==> src/rtl/gpio_res_pkg.sv <==
package gpio_res_pkg;
  localparam int REG_ADDR_W = 2;
  localparam logic [REG_ADDR_W-1:0] ADDR_CTRL = 2'd0;
  localparam logic [REG_ADDR_W-1:0] ADDR_DATA = 2'd1;
endpackage

==> src/rtl/gpio_ctrl_decode.sv <==
module gpio_ctrl_decode #(
  parameter int NUM_PINS = 16,
  localparam int CTRL_W = 2 * NUM_PINS
) (
  input  logic [CTRL_W-1:0]   ctrl_i,
  output logic [NUM_PINS-1:0] oe_o,
  output logic [NUM_PINS-1:0] pu_o
);
  for (genvar n = 0; n < NUM_PINS; n++) begin : g_pin
    assign oe_o[n] = ctrl_i[2*n];
    assign pu_o[n] = ctrl_i[2*n+1];
  end
endmodule

==> src/rtl/gpio_line_resolve.sv <==
module gpio_line_resolve #(
  parameter int NUM_PINS   = 16,
  parameter int NUM_AGENTS = 4,
  localparam int AG_W = NUM_PINS * NUM_AGENTS
) (
  input  logic [NUM_PINS-1:0] cpu_oe_i,
  input  logic [NUM_PINS-1:0] cpu_pu_i,
  input  logic [NUM_PINS-1:0] cpu_data_i,
  input  logic [AG_W-1:0]     ag_oe_i,
  input  logic [AG_W-1:0]     ag_data_i,
  output logic [NUM_PINS-1:0] lvl_o
);
  logic [NUM_PINS-1:0] ag_drv [NUM_AGENTS+1];
  logic [NUM_PINS-1:0] ag_en  [NUM_AGENTS+1];

  assign ag_drv[0] = '0;
  assign ag_en[0]  = '0;
  for (genvar a = 0; a < NUM_AGENTS; a++) begin : g_ag
    assign ag_drv[a+1] = ag_drv[a] | (ag_oe_i[a*NUM_PINS +: NUM_PINS] & ag_data_i[a*NUM_PINS +: NUM_PINS]);
    assign ag_en[a+1]  = ag_en[a]  |  ag_oe_i[a*NUM_PINS +: NUM_PINS];
  end

  assign lvl_o = (cpu_oe_i & cpu_data_i)
               | ag_drv[NUM_AGENTS]
               | (cpu_pu_i & ~(cpu_oe_i | ag_en[NUM_AGENTS]));
endmodule

==> src/rtl/gpio_change_notify.sv <==
module gpio_change_notify #(
  parameter int NUM_PINS   = 16,
  parameter int NUM_AGENTS = 4,
  localparam int AG_W = NUM_PINS * NUM_AGENTS
) (
  input  logic                  clk_i,
  input  logic                  rst_ni,
  input  logic                  wr_i,
  input  logic [NUM_PINS-1:0]   old_i,
  input  logic [NUM_PINS-1:0]   new_i,
  input  logic [AG_W-1:0]       mask_i,
  output logic [NUM_AGENTS-1:0] notify_o,
  output logic [NUM_PINS-1:0]   change_o,
  output logic [NUM_PINS-1:0]   level_o
);
  logic [NUM_PINS-1:0]   diff;
  logic [NUM_AGENTS-1:0] hit;

  assign diff = old_i ^ new_i;
  for (genvar a = 0; a < NUM_AGENTS; a++) begin : g_hit
    assign hit[a] = |(mask_i[a*NUM_PINS +: NUM_PINS] & diff);
  end

  always_ff @(posedge clk_i or negedge rst_ni) begin
    if (!rst_ni) begin
      notify_o <= '0;
      change_o <= '0;
      level_o  <= '0;
    end else begin
      notify_o <= wr_i ? hit : '0;
      if (wr_i) begin
        change_o <= diff;
        level_o  <= new_i;
      end
    end
  end

  // a pulse always comes with a nonzero toggle set
  p_no_pulse_quiet_r7: assert property (@(posedge clk_i) disable iff (!rst_ni)
    (|notify_o) |-> (|change_o));

  for (genvar a = 0; a < NUM_AGENTS; a++) begin : g_chk
    // pulse only where the agent's mask saw a toggle
    p_notify_masked_r8: assert property (@(posedge clk_i) disable iff (!rst_ni)
      notify_o[a] |-> (|($past(mask_i[a*NUM_PINS +: NUM_PINS]) & change_o)));
  end
endmodule

==> src/rtl/gpio_port_resolver.sv <==
module gpio_port_resolver
  import gpio_res_pkg::*;
#(
  parameter int NUM_PINS   = 16,
  parameter int NUM_AGENTS = 4,
  localparam int CTRL_W = 2 * NUM_PINS,
  localparam int AG_W   = NUM_PINS * NUM_AGENTS
) (
  input  logic                  clk_i,
  input  logic                  rst_ni,
  input  logic                  bus_valid_i,
  input  logic                  bus_write_i,
  input  logic [REG_ADDR_W-1:0] bus_addr_i,
  input  logic [CTRL_W-1:0]     bus_wdata_i,
  output logic [CTRL_W-1:0]     bus_rdata_o,
  input  logic [AG_W-1:0]       agent_oe_i,
  input  logic [AG_W-1:0]       agent_data_i,
  input  logic [AG_W-1:0]       agent_mask_i,
  output logic [NUM_PINS-1:0]   pins_o,
  output logic [NUM_AGENTS-1:0] notify_o,
  output logic [NUM_PINS-1:0]   change_o,
  output logic [NUM_PINS-1:0]   level_o
);
  logic [CTRL_W-1:0]   ctrl_q, ctrl_d;
  logic [NUM_PINS-1:0] data_q, data_d;
  logic                ctrl_wr, data_wr, reg_wr;
  logic [NUM_PINS-1:0] oe_cur, pu_cur, oe_nxt, pu_nxt, lvl_nxt;

  assign ctrl_wr = bus_valid_i && bus_write_i && (bus_addr_i == ADDR_CTRL);
  assign data_wr = bus_valid_i && bus_write_i && (bus_addr_i == ADDR_DATA);
  assign reg_wr  = ctrl_wr || data_wr;
  assign ctrl_d  = ctrl_wr ? bus_wdata_i : ctrl_q;
  assign data_d  = data_wr ? bus_wdata_i[NUM_PINS-1:0] : data_q;

  always_ff @(posedge clk_i or negedge rst_ni) begin
    if (!rst_ni) begin
      ctrl_q <= '0;
      data_q <= '0;
    end else begin
      ctrl_q <= ctrl_d;
      data_q <= data_d;
    end
  end

  gpio_ctrl_decode #(.NUM_PINS(NUM_PINS)) u_dec_cur (
    .ctrl_i(ctrl_q), .oe_o(oe_cur), .pu_o(pu_cur));
  gpio_ctrl_decode #(.NUM_PINS(NUM_PINS)) u_dec_nxt (
    .ctrl_i(ctrl_d), .oe_o(oe_nxt), .pu_o(pu_nxt));

  gpio_line_resolve #(.NUM_PINS(NUM_PINS), .NUM_AGENTS(NUM_AGENTS)) u_res_cur (
    .cpu_oe_i(oe_cur), .cpu_pu_i(pu_cur), .cpu_data_i(data_q),
    .ag_oe_i(agent_oe_i), .ag_data_i(agent_data_i), .lvl_o(pins_o));
  gpio_line_resolve #(.NUM_PINS(NUM_PINS), .NUM_AGENTS(NUM_AGENTS)) u_res_nxt (
    .cpu_oe_i(oe_nxt), .cpu_pu_i(pu_nxt), .cpu_data_i(data_d),
    .ag_oe_i(agent_oe_i), .ag_data_i(agent_data_i), .lvl_o(lvl_nxt));

  gpio_change_notify #(.NUM_PINS(NUM_PINS), .NUM_AGENTS(NUM_AGENTS)) u_notify (
    .clk_i(clk_i), .rst_ni(rst_ni), .wr_i(reg_wr),
    .old_i(pins_o), .new_i(lvl_nxt), .mask_i(agent_mask_i),
    .notify_o(notify_o), .change_o(change_o), .level_o(level_o));

  always_comb begin
    bus_rdata_o = '0;
    if (bus_valid_i && !bus_write_i) begin
      unique case (bus_addr_i)
        ADDR_CTRL: bus_rdata_o = ctrl_q;
        ADDR_DATA: bus_rdata_o = CTRL_W'(pins_o);
        default:   bus_rdata_o = '0;
      endcase
    end
  end

  // pulses only follow an accepted register write
  p_pulse_after_write_r6: assert property (@(posedge clk_i) disable iff (!rst_ni)
    (|notify_o) |-> $past(reg_wr));
  // no write, no pulse on the next cycle
  p_quiet_without_write_r11: assert property (@(posedge clk_i) disable iff (!rst_ni)
    !reg_wr |=> (notify_o == '0));
  // reported level matches the pins while agent drive holds still
  p_level_tracks_r6: assert property (@(posedge clk_i) disable iff (!rst_ni)
    reg_wr |=> (!$stable(agent_oe_i) || !$stable(agent_data_i) || (level_o == pins_o)));
  // unmapped writes leave the control word alone
  p_unmapped_ignored_r10: assert property (@(posedge clk_i) disable iff (!rst_ni)
    (bus_valid_i && bus_write_i && bus_addr_i[1]) |=> $stable(ctrl_q));
endmodule

==> config.mk <==
export PLATFORM = sky130hd
export DESIGN_NAME = gpio_port_resolver
export DESIGN_NICKNAME = d
export VERILOG_FILES = /design/src/rtl/gpio_res_pkg.sv /design/src/rtl/gpio_ctrl_decode.sv /design/src/rtl/gpio_line_resolve.sv /design/src/rtl/gpio_change_notify.sv /design/src/rtl/gpio_port_resolver.sv
export SDC_FILE = /design/constraint.sdc
export NUM_CORES = 1
export LEC_CHECK = 0
export BUFFER_PORTS_ARGS = -buffer_cell sky130_fd_sc_hd__buf_2
export CAP_MARGIN = 20
export CORE_MARGIN = 4
export CORE_UTILIZATION = 40
export CTS_BUF_LIST = sky130_fd_sc_hd__clkbuf_8
export DETAILED_ROUTE_END_ITERATION = 7
export PLACE_DENSITY = 0.85
export REMOVE_ABC_BUFFERS = 1
export SLEW_MARGIN = 10
export SYNTH_ARGS = -nofsm -noshare
export SYNTH_HDL_FRONTEND = slang
export SYNTH_SLANG_ARGS = --single-unit
==> constraint.sdc <==
create_clock -name clk_i -period 6.5 [get_ports clk_i]
set_input_delay 0 -clock clk_i [delete_from_list [all_inputs] [get_ports clk_i]]
set_output_delay 0 -clock clk_i [all_outputs]
set_load 0.1 [all_outputs]
==> key figures, run 1 <==
GRT
  – All-Layer GR Usage: about 29%
  – Initial antenna violation count: 2
  – Largest net degree at the start of global routing: 59
  – Global-route wire length before repair: 35900 um
  – Number of global-route vias before repair: 6636
  – Total gr overflow: 0

Timing
  – Unrepaired setup endpoints after global routing: no
  – Total negative slack: 0 ns
  – Worst hold slack: about 0.0066 ns
  – Fin crit share: roughly 55%
  – Worst slew pin tran: between 0.9 and 1 ns
  – Worst Setup Slack, final: just under 3 ns
  – Slew HR: between 30% and 40%
  – Clk_skew: approximately 0.0054 ns
  – Post-layout minimum cycle time: 3.55 ns
  – Fin. Hold Viols: 0
  – Final number of setup-violating endpoints: 0
  – Achievable Freq: between 200 and 300 MHz
  – Max Transition Viols Final: 0

Floorplan
  – IO Count: approximately 310
  – FP Rows: 42
  – Chip Width: 125 um
  – Initial Util: around two fifths
  – Die area: 15700 um2
  – DIE HEIGHT: between 100 and 150 um
  – Core box area: ~13000 um2

Drt
  – Drt via density: roughly 5.6
  – Initial DRC count: around 550
  – DR WL/cell: between 15 and 20 um
  – Via total after detailed routing: about 6700
  – Number of remaining DRC errors: 0
  – Remaining antenna violation count: 0
  – Drt pass-1 iters: 7
  – Aggregate routed wire length: roughly 24000 um

Clock tree
  – Post-cts resize count: 0
  – Clock Sink Count: 84
  – Num CTS Buffers: 9
  – Clk_lat worst skew: around 0.35 ns
  – TritonCTS clock tree: done
  – Clock-pin slew on the worst setup and hold paths: ~0.080 ns
  – CTS H-Tree Depth: 3
  – Root Buffer: clkbuf_8
  – CTS max path bufs: 2

Synth
  – Number of synthesized register bits: 84
  – Simple-gate share of the synthesized area: 28.9%
  – Post-synth EDFFs: 0
  – Syn. warnings: 0
  – Synth top cells by count: nand2_1, dfrtp_1, nor2_1, o21ai_0, and2_1
  – Dominant cell type by area after synthesis: dfrtp_1
  – Adder-Cell Fraction of Synth Area: 0%
  – Complex-gate fraction of the synthesized area: roughly 22%
  – Mux contribution to synthesized area: between 4 and 5%
  – Largest family of logic cells by synthesized area: simple AND/OR/NAND/NOR gates
  – Top cell type's share of synthesized area: approximately two fifths
  – Syn Area/Cell: approximately 8.4 um2
  – Most numerous cell in the Yosys netlist: nand2_1
  – Seq/Total Area, Yosys: a little under two fifths
  – Post-Synth XOR/XNOR Area: under 10%
  – Top FF cell, synth: dfrtp_1
  – Top post-synthesis cells by area: dfrtp_1, nand2_1, nor2_1, and2_1, mux2i_1
  – Synth unique cells: 62
  – Mapped Cells: between 600 and 700
  – Mapped cell area: between 5000 and 6000 um2
  – Asr flop ratio synth: 100%

Setup path
  – Crit path arrival time: about 3.8 ns
  – WP data required: between 6 and 7 ns
  – Worst Setup Start Kind: input port
  – Register-to-register setup slack: between 3 and 4 ns
  – R2R depth: 10
  – FF-to-FF End: u_notify.notify_o[2]$_DFF_PN0_
  – Critical path fanouts, max: between 50 and 60
  – CP cell instances: buf_2 -> and4bb_4 -> mux2i_1 -> a211oi_2 -> xor2_1 -> nor2_1 -> a22o_1 -> a221oi_1 -> dlygate4sd3_1 -> nand3_1 -> dlygate4sd3_1
  – CP dominant cell by count: dlygate4sd3_1
  – Slowest stage delay, CP: 1.00 ns
  – Setup CP Type: in -> reg
  – Worst path slowest cell: and4bb_4
  – CP Launch Point: bus_addr_i[0]
  – CP Capture Type: flop
  – Crit Reg-Reg Startpoint: ctrl_q[20]$_DFF_PN0_
  – Worst setup endpoint: u_notify.notify_o[3]$_DFF_PN0_

Place
  – GPL Wtd Cong: approximately 0.95
  – Post-DP HPWL: ~19000 um
  – Inst Count DP: approximately 1100
  – Port bufs: between 300 and 400
  – Dpl ws: about 3.2 ns

Layout
  – Final nets: between 1000 and 1500
  – Final instance count without filler cells: about 1200
  – FILL cells: 1236
  – Layout cells sized above 1: approximately a third
  – Area growth syn-to-layout: 42.4%

Run
  – Max-Cap Viols: 0

Power and ir drop
  – Lkg Pwr: roughly 0.0039 uW
  – Power Dens Cells: between 300 and 400 nW/um2
  – Peak VDD IR: ~0.34 mV

Status
  – Status: complete, no violations

Worst hold path
  – Hold crit path type: in -> reg
==> metrics by stage <==
stage	total power (uW)	utilization, %	instance area [um2]
2_1_floorplan	1730	-	5350
3_3_place_gp	2030	53.8	7180
3_5_place_dp	2050	53.8	7180
4_1_cts	2460	58.6	7830
5_1_grt	2560	58.8	7840
6_report	2460	58.8	7840
==> worst min path at each step <==
stage | startpoint | endpoint | depth (start not counted)
4_1_cts | agent_data_i[34] | u_notify.level_o[2]$_DFFE_PN0P_ | 3
2_1_floorplan | rst_ni | ctrl_q[0]$_DFF_PN0_ | 0
6_report | agent_data_i[34] | u_notify.level_o[2]$_DFFE_PN0P_ | 3
3_5_place_dp | rst_ni | u_notify.change_o[6]$_DFFE_PN0P_ | 1
5_1_grt | bus_wdata_i[5] | ctrl_q[5]$_DFF_PN0_ | 3
3_3_place_gp | rst_ni | ctrl_q[29]$_DFF_PN0_ | 1
==> worst max-delay path: cells and delay by family <==
kind / cells / cell delay, ns
muxes: 1 / 0.19
AOI/OAI and AO/OA: 3 / 0.76
buffers and inverters: 3 / 1.46
xor gates and xnor gates: 1 / 0.16
and+or+nand+nor: 3 / 1.18
==> cells in the final DEF (no fill, tap or decap), types with 10 or more instances in the layout <==
master         instances
buf_2                313
nand2_1              175
dfrtp_1               84
nor2_1                47
dlygate4sd3_1         46
o21ai_0               27
and2_1                26
a22o_1                17
a22oi_1               16
a221oi_1              16
inv_1                 16
mux2i_1               16
nand2b_1              15
a21o_1                14
nand3b_1              11
a31oi_1               11
or4_1                 10
==> area by class of cell <==
class	instances	area [um2]	area share, %
antenna	1	2.50	0.0319
clock buffer	9	124	1.58
clock inverter	7	58.8	0.750
inverter	15	56.3	0.718
multi-input combinational	533	3200	40.8
sequential	84	2100	26.8
tap	176	220	2.81
timing repair buffer	366	2080	26.5
==> routing by layer <==
metal | part of all wire (%) | vias up | global-route usage (%) | wire, um
met5 | 0.029 | - | 0 | 7
met1 | 38 | 3099 | 35.2 | 9100
met4 | 4.7 | 2 | 14.0 | 1110
li1 | - | 3091 | - | -
met2 | 47 | 404 | 48.6 | 11200
met3 | 9.7 | 80 | 6.65 | 2310
==> state kept, by name, summed over array words and instances (netlist names) <==
signal	flops
u_notify.level_o	16
data_q	16
u_notify.change_o	16
ctrl_q	32
u_notify.notify_o	4
==> report_power, final <==
group	leakage [uW]	internal, uW	switching [uW]
sequential	0.00101	655	104
combinational	0.00283	316	1020
clock	0.000104	173	195
==> what timing repair did <==
action,4_1_cts,5_1_grt
hold buffers,46,0
hold endpoints to repair,78,0
setup endpoints to repair,0,0
buffers inserted,0,0
==> logic make-up after synthesis <==
kind of cell / Yosys count
AND/OR/NAND/NOR: 336
AO/OA/AOI/OAI: 159
flip-flops: 84
buffers and inverters: 40
multiplexers: 25
XOR/XNOR: 13
No activity file was read; power rests on OpenSTA's default activity.
==> inputs of run 2 (changes only) <==
Clock period 6.5 ns to 3.55 ns, I/O delays scaled along.
==> run 2 against run 1 <==
  * Worst setup slack lost 2.7 ns
  * Cell count grew 1.1%
  * Via count grew 1.2%
  * Total power grew 83%
  * Sequential power grew 82%
  * Clock skew grew 0.010 ns
  * Hold slack gained 0.0039 ns
  * First-iteration DRC count shrank 3.4%
  * Die area is the same
  * Clock power grew 79%
  * Largest power group unchanged
==> key figures, run 2 (synthesis gave the netlist of run 1 again) <==
Drt
  – Drt via density: 5.61 (+0.12%)
  – Aggregate routed wire length: 23800 um (+0.46%)
  – Initial DRC count: 534 (-3.4%)
  – Remaining antenna violation count: 0 (unchanged)
  – Drt pass-1 iters: 5 (-2)
  – Number of remaining DRC errors: 0 (unchanged)
  – DR WL/cell: 19.8 um (-0.62%)
  – Via total after detailed routing: 6757 (+1.2%)

Power and ir drop
  – Switch Pwr: 2400 uW (+83%)
  – Sw frac: 53.4% (-0.069 points)
  – Power Dens Cells: 566 nW/um2 (+80%)
  – Lkg Pwr: 0.00401 uW (+1.5%)
  – Total power: 4500 uW (+83%)
  – Internal: 2100 uW (+83%)
  – Clock power frac: 14.6% (-0.4 points)
  – Flop pwr share: 30.7% (-0.2 points)
  – Peak VDD IR: 0.407 mV (+19%)
  – Comb power frac: 54.7% (+0.5 points)

Floorplan
  – Chip Width: 125 um (unchanged)
  – DIE HEIGHT: 125 um (unchanged)
  – IO Count: 314 (unchanged)
  – Core box area: 13300 um2 (unchanged)
  – FP Rows: 42 (unchanged)
  – Initial Util: 41.3% (unchanged)
  – Die area: 15700 um2 (unchanged)

GRT
  – Grt met2 use: 50.5% (+1.9 points)
  – All-Layer GR Usage: 29.7% (+0.76 points)
  – GR Util met3: 5.54% (-1.1 points)
  – Total gr overflow: 0 (unchanged)
  – Global-route wire length before repair: 37400 um (+4.1%)
  – Global-route layer with the greatest usage: met2
  – Largest net degree at the start of global routing: 60 (+1.7%)
  – Number of global-route vias before repair: 7000 (+5.5%)
  – Initial antenna violation count: 1 (-1)
  – Met1 GRT Util: 37.1% (+1.9 points)

Setup path
  – CP Capture Type: flop
  – Slowest stage delay, CP: 0.60 ns (-0.40 ns)
  – CP cell instances: buf_2 -> and4bb_4 -> buf_4 -> mux2i_1 -> a211oi_2 -> xor2_1 -> nor2_1 -> a22o_1 -> a221oi_1 -> dlygate4sd3_1 -> nand3_1 -> dlygate4sd3_1
  – Setup CP Type: in -> reg
  – CP dominant cell by count: dlygate4sd3_1
  – Crit path arrival time: 3.51 ns (-0.28 ns)
  – WP data required: 3.79 ns (-2.95 ns)
  – Worst path slowest cell: and4bb_4
  – Critical path fanouts, max: 27 (-53%)
  – Crit path buf inv count: 4 (+1)
  – Critical path's top delay family: buffers and inverters
  – Worst Setup Start Kind: input port

Clock tree
  – Setup bufs post-CTS: 0 (unchanged)
  – CTS max path bufs: 2 (unchanged)
  – Clock Sink Count: 84 (unchanged)
  – CTS H-Tree Depth: 3 (unchanged)
  – Clk_lat worst skew: 0.36 ns (about the same)
  – Root Buffer: clkbuf_8
  – TritonCTS clock tree: done
  – Clock-pin slew on the worst setup and hold paths: 0.09 ns (about the same)
  – Num CTS Buffers: 9 (unchanged)

Place
  – Placed Area: 7280 um2 (+1.4%)
  – Port bufs: 313 (unchanged)
  – GPL Wtd Cong: 0.954 (+0.16%)
  – Post-DP HPWL: 18900 um (+1.6%)
  – Inst Count DP: 1139 (+1.2%)

Layout
  – Commonest non-fill, non-tap cells in the layout: buf_2, nand2_1, dfrtp_1, dlygate4sd3_1, nor2_1
  – Util after Layout: 59.6% (+0.82 points)
  – Final Cell Area: 7950 um2 (+1.4%)
  – Commonest non-fill, non-tap cell in the layout: buf_2
  – Area growth syn-to-layout: 44.4%
  – Final instance count without filler cells: 1204 (+1.1%)
  – Top reg by flops: ctrl_q
  – FILL cells: 1225 (-0.89%)
  – Layout cells sized above 1: 36.0% (+0.72 points)
  – Max FFs per register: 32 (unchanged)
  – Final nets: 1252 (+1.0%)

Timing
  – Achievable Freq: 306 MHz
  – Slew HR: 32.1% (-3.5 points)
  – Post-layout minimum cycle time: 3.27 ns
  – Max Transition Viols Final: 0 (unchanged)
  – Fin crit share: approximately 92%
  – Worst hold slack: 0.0105 ns (+0.00391 ns)
  – Worst slew pin tran: 1.02 ns (+0.0531 ns)
  – Final number of setup-violating endpoints: 0 (unchanged)
  – Clk_skew: 0.0158 ns (+0.0104 ns)
  – Unrepaired setup endpoints after global routing: no
  – Fin. Hold Viols: 0 (unchanged)

Run
  – Max-Cap Viols: 0 (unchanged)

Worst hold path
  – Hold crit path type: in -> reg

Status
  – Status: complete, no violations
-- run 2: layout make-up --
class	count	area [um2]	area share (%)
inverter	15	56.3	0.708
antenna	1	2.50	0.0315
timing repair buffer	379	2180	27.5
tap	176	220	2.77
sequential	84	2100	26.4
clock buffer	12	165	2.08
multi-input combinational	533	3200	40.2
clock inverter	4	22.5	0.283
-- run 2: repair_timing --
item | CTS | global route
hold buffers | 48 | 0
endpoints found under the hold margin | 109 | 0
gates resized for setup | 0 | 0
-- run 2: final timing paths --
check / from / endpoint / slack [ns] / depth (start not counted)
setup reg to reg: ctrl_q[20]$_DFF_PN0_ / u_notify.notify_o[2]$_DFF_PN0_ / 0.41 / 10
hold reg to reg: u_notify.level_o[9]$_DFFE_PN0P_ / u_notify.level_o[9]$_DFFE_PN0P_ / 0.48 / 2
max in group asynchronous: rst_ni / ctrl_q[2]$_DFF_PN0_ / 2.43 / 3
hold / removal: bus_wdata_i[5] / data_q[5]$_DFF_PN0_ / 0.01 / 3
setup / recovery: bus_addr_i[0] / u_notify.notify_o[3]$_DFF_PN0_ / 0.28 / 12
min in group asynchronous: rst_ni / data_q[8]$_DFF_PN0_ / 0.27 / 2
-- run 2: power by group through the flow --
stage                     combinational (uW)  clock, uW  sequential [uW]
after floorplan                          793          0             2370
after global placement                  2350          0             1390
after detailed placement                2370          0             1390
after CTS                               2460        664             1380
after global routing                    2580        711             1410
final                                   2460        658             1380
-- run 2: metal layers --
| metal | share of wire, % | wire length (um) |
|---|---|---|
| met1 | 38 | 9160 |
| met2 | 48 | 11500 |
| met3 | 9.5 | 2280 |
| met4 | 3.7 | 878 |
| met5 | 0 | 0 |
-- run 2: worst min-delay path, stage by stage --
cell and delay [ns]:
buf_2 0.11, inv_1 0.11, o21ai_0 0.10
-- run 2: through the flow --
step	setup WS [ns]	setup TNS [ns]
3_5_place_dp	0.839	0
5_1_grt	0.0647	0
3_3_place_gp	0.928	0
2_1_floorplan	-0.188	-0.943
6_report	0.280	0
4_1_cts	0.328	0
==> inputs of run 3 (changes only) <==
Settings changed: GPL_TIMING_DRIVEN from default to 0, SLEW_MARGIN 10 to default.
==> run 3 against run 2 <==
  * Worst setup slack got worse by 0.15 ns
  * Sequential share of layout area decreased by 0.49 points
  * Register-to-register slack better by 0.12 ns
  * Sequential power about the same
  * Combinational power is essentially flat
  * Via count is 0.61% higher
  * Global-route usage is 0.47 points lower
  * Critical path depth is 4 lower
  * Fmax shrank 4.4%
  * Die area unchanged
  * Clock skew decreased by 0.0064 ns
  * Critical path type unchanged
  * Critical endpoint is now u_notify.notify_o[0]$_DFF_PN0_
==> key figures, run 3 (synthesis gave the netlist of run 1 again) <==
Status
  – Status: complete, no violations

Layout
  – Reg area: 2100 um2 (unchanged)
  – Util after Layout: 60.7% (+1.1 points)
  – Multi-input gate area: 3210 um2 (+0.39%)
  – Final nets: 1259 (+0.56%)
  – Top reg by flops: ctrl_q
  – Final instance count without filler cells: 1210 (+0.50%)
  – Commonest non-fill, non-tap cells in the layout: buf_2, nand2_1, dfrtp_1, dlygate4sd3_1, nor2_1
  – FILL cells: 1176 (-4.0%)
  – Commonest non-fill, non-tap cell in the layout: buf_2
  – Layout cells sized above 1: 34.9% (-1.1 points)
  – Max FFs per register: 32 (unchanged)
  – Area growth syn-to-layout: 47.1%
  – # diodes: 0 (-1)

Setup path
  – Register-to-register setup slack: 0.53 ns (+0.12 ns)
  – Worst Setup Start Kind: input port
  – R2R depth: 7 (-3)
  – Crit Reg-Reg Startpoint: ctrl_q[14]$_DFF_PN0_
  – Setup CP Type: in -> reg
  – Crit path buf inv count: 2 (-2)
  – Slowest stage delay, CP: 0.95 ns (+0.35 ns)
  – Crit path arrival time: 3.63 ns (+0.12 ns)
  – Worst path slowest cell: a2111oi_0
  – CP Capture Type: flop
  – FF-to-FF End: u_notify.notify_o[0]$_DFF_PN0_
  – CP cell instances: buf_2 -> inv_1 -> nor2_1 -> a311oi_2 -> xor2_1 -> nor2_1 -> a2111oi_0 -> nand4_1
  – Critical path's top delay family: simple AND/OR/NAND/NOR gates
  – WP data required: 3.76 ns (-0.03 ns)
  – Critical path fanouts, max: 29 (+7.4%)
  – CP dominant cell by count: nor2_1

Floorplan
  – FP Rows: 42 (unchanged)
  – Die area: 15700 um2 (unchanged)
  – DIE HEIGHT: 125 um (unchanged)
  – IO Count: 314 (unchanged)
  – Core box area: 13300 um2 (unchanged)
  – Initial Util: 41.3% (unchanged)
  – Chip Width: 125 um (unchanged)

Clock tree
  – Clock-pin slew on the worst setup and hold paths: 0.08 ns (about the same)
  – Num CTS Buffers: 9 (unchanged)
  – Post-cts resize count: 0 (unchanged)
  – Clk_lat worst skew: 0.37 ns (about the same)
  – CTS max path bufs: 2 (unchanged)
  – Clock Sink Count: 84 (unchanged)
  – Root Buffer: clkbuf_8
  – TritonCTS clock tree: done
  – CTS H-Tree Depth: 3 (unchanged)

Timing
  – Post-layout minimum cycle time: 3.42 ns (+0.149 ns)
  – Fin crit share: 96.3% (+4.2 points)
  – Fin. Hold Viols: 0 (unchanged)
  – Achievable Freq: 292 MHz (-4.4%)
  – Worst hold slack: 0.0235 ns (+0.0130 ns)
  – Slew HR: 12.4% (-20 points)
  – Unrepaired setup endpoints after global routing: no
  – Worst slew pin tran: 1.31 ns (+0.297 ns)
  – Max Transition Viols Final: 0 (unchanged)
  – Clk_skew: 0.00931 ns (-0.00644 ns)
  – Final number of setup-violating endpoints: 0 (unchanged)

Run
  – Max-Cap Viols: 0 (unchanged)

Drt
  – Drt via density: 5.62 (+0.11%)
  – Number of remaining DRC errors: 0 (unchanged)
  – DR WL/cell: 19.9 um (+0.50%)
  – Drt pass-1 iters: 5 (unchanged)
  – Remaining antenna violation count: 0 (unchanged)
  – Via total after detailed routing: 6798 (+0.61%)
  – Aggregate routed wire length: 24100 um (+1.0%)
  – Initial DRC count: 474 (-11%)

GRT
  – All-Layer GR Usage: 29.2% (-0.47 points)
  – Global-route wire length before repair: 36300 um (-3.0%)
  – Initial antenna violation count: 0 (-1)
  – Number of global-route vias before repair: 6882 (-1.7%)
  – Total gr overflow: 0 (unchanged)
  – Largest net degree at the start of global routing: 59 (-1.7%)

Worst hold path
  – WHS Path Cells: 3 (unchanged)
  – Hold crit path type: in -> reg
  – Hold Path Sink: u_notify.level_o[10]$_DFFE_PN0P_
  – HP Start: agent_data_i[26]

Power and ir drop
  – Lkg Pwr: 0.00404 uW (+0.69%)
  – Peak VDD IR: 0.435 mV (+6.8%)
  – Power Dens Cells: 557 nW/um2 (-1.6%)
  – Total power: 4510 uW (+0.24%)

Place
  – Port bufs: 313 (unchanged)
  – Post-DP HPWL: 17400 um (-7.7%)
  – GPL Wtd Cong: 0.897 (-6.0%)
  – Inst Count DP: 1127 (-1.1%)
run 3: what timing repair did:
action,CTS,global route
endpoints found under the hold margin,99,0
endpoints found under the setup margin,0,4
hold buffers,63,0
setup buffers,0,2
run 3: layout make-up:
class / count / area share [%]
sequential: 84 / 25.9
clock inverter: 4 / 0.278
multi-input combinational: 534 / 39.6
inverter: 15 / 0.695
clock buffer: 12 / 2.04
timing repair buffer: 385 / 28.7
tap: 176 / 2.72
run 3: routing by layer:
metal	part of all wire (%)	vias up	global-route usage, %	wire [um]
met5	0	-	0	0
met4	4.2	0	13.6	1020
met3	9.1	72	5.50	2180
met2	48	435	49.7	11500
met1	39	3157	36.0	9430
li1	-	3134	-	-
run 3: worst reg2reg max path, delay by kind of cell, from the launching register on:
family | cells | cell delay, ns
DFF | 1 | 0.49
and+or+nand+nor | 2 | 0.57
AOI/OAI and AO/OA | 4 | 1.35
xor gates and xnor gates | 1 | 0.47
run 3: per-stage QoR:
step                      TNS [ns]  worst slack, ns  cell area (um2)
final                            0            0.131             8100
after floorplan             -0.943           -0.188             5350
after global placement       -4.13            -1.30             7140
after detailed placement    -0.670           -0.332             7250
after CTS                        0           0.0764             8070
after global routing             0            0.123             8100
run 3: worst max-delay path by stage:
| stage | startpoint | end | slack, ns | cells past startpoint |
|---|---|---|---|---|
| 2_1_floorplan | agent_oe_i[3] | bus_rdata_o[3] | -0.19 | 5 |
| 3_3_place_gp | bus_addr_i[0] | u_notify.notify_o[3]$_DFF_PN0_ | -1.30 | 9 |
| 3_5_place_dp | bus_addr_i[0] | u_notify.notify_o[1]$_DFF_PN0_ | -0.33 | 9 |
| 4_1_cts | bus_addr_i[0] | u_notify.notify_o[0]$_DFF_PN0_ | 0.08 | 10 |
| 5_1_grt | bus_addr_i[0] | u_notify.notify_o[0]$_DFF_PN0_ | 0.12 | 8 |
| 6_report | bus_addr_i[0] | u_notify.notify_o[0]$_DFF_PN0_ | 0.13 | 8 |
run 3: power by group:
| group | internal, uW | switching [uW] | total, uW |
|---|---|---|---|
| clock network | 309 | 364 | 672 |
| registers | 1200 | 179 | 1380 |
| logic | 584 | 1880 | 2460 |
| total | 2090 | 2420 | 4510 |
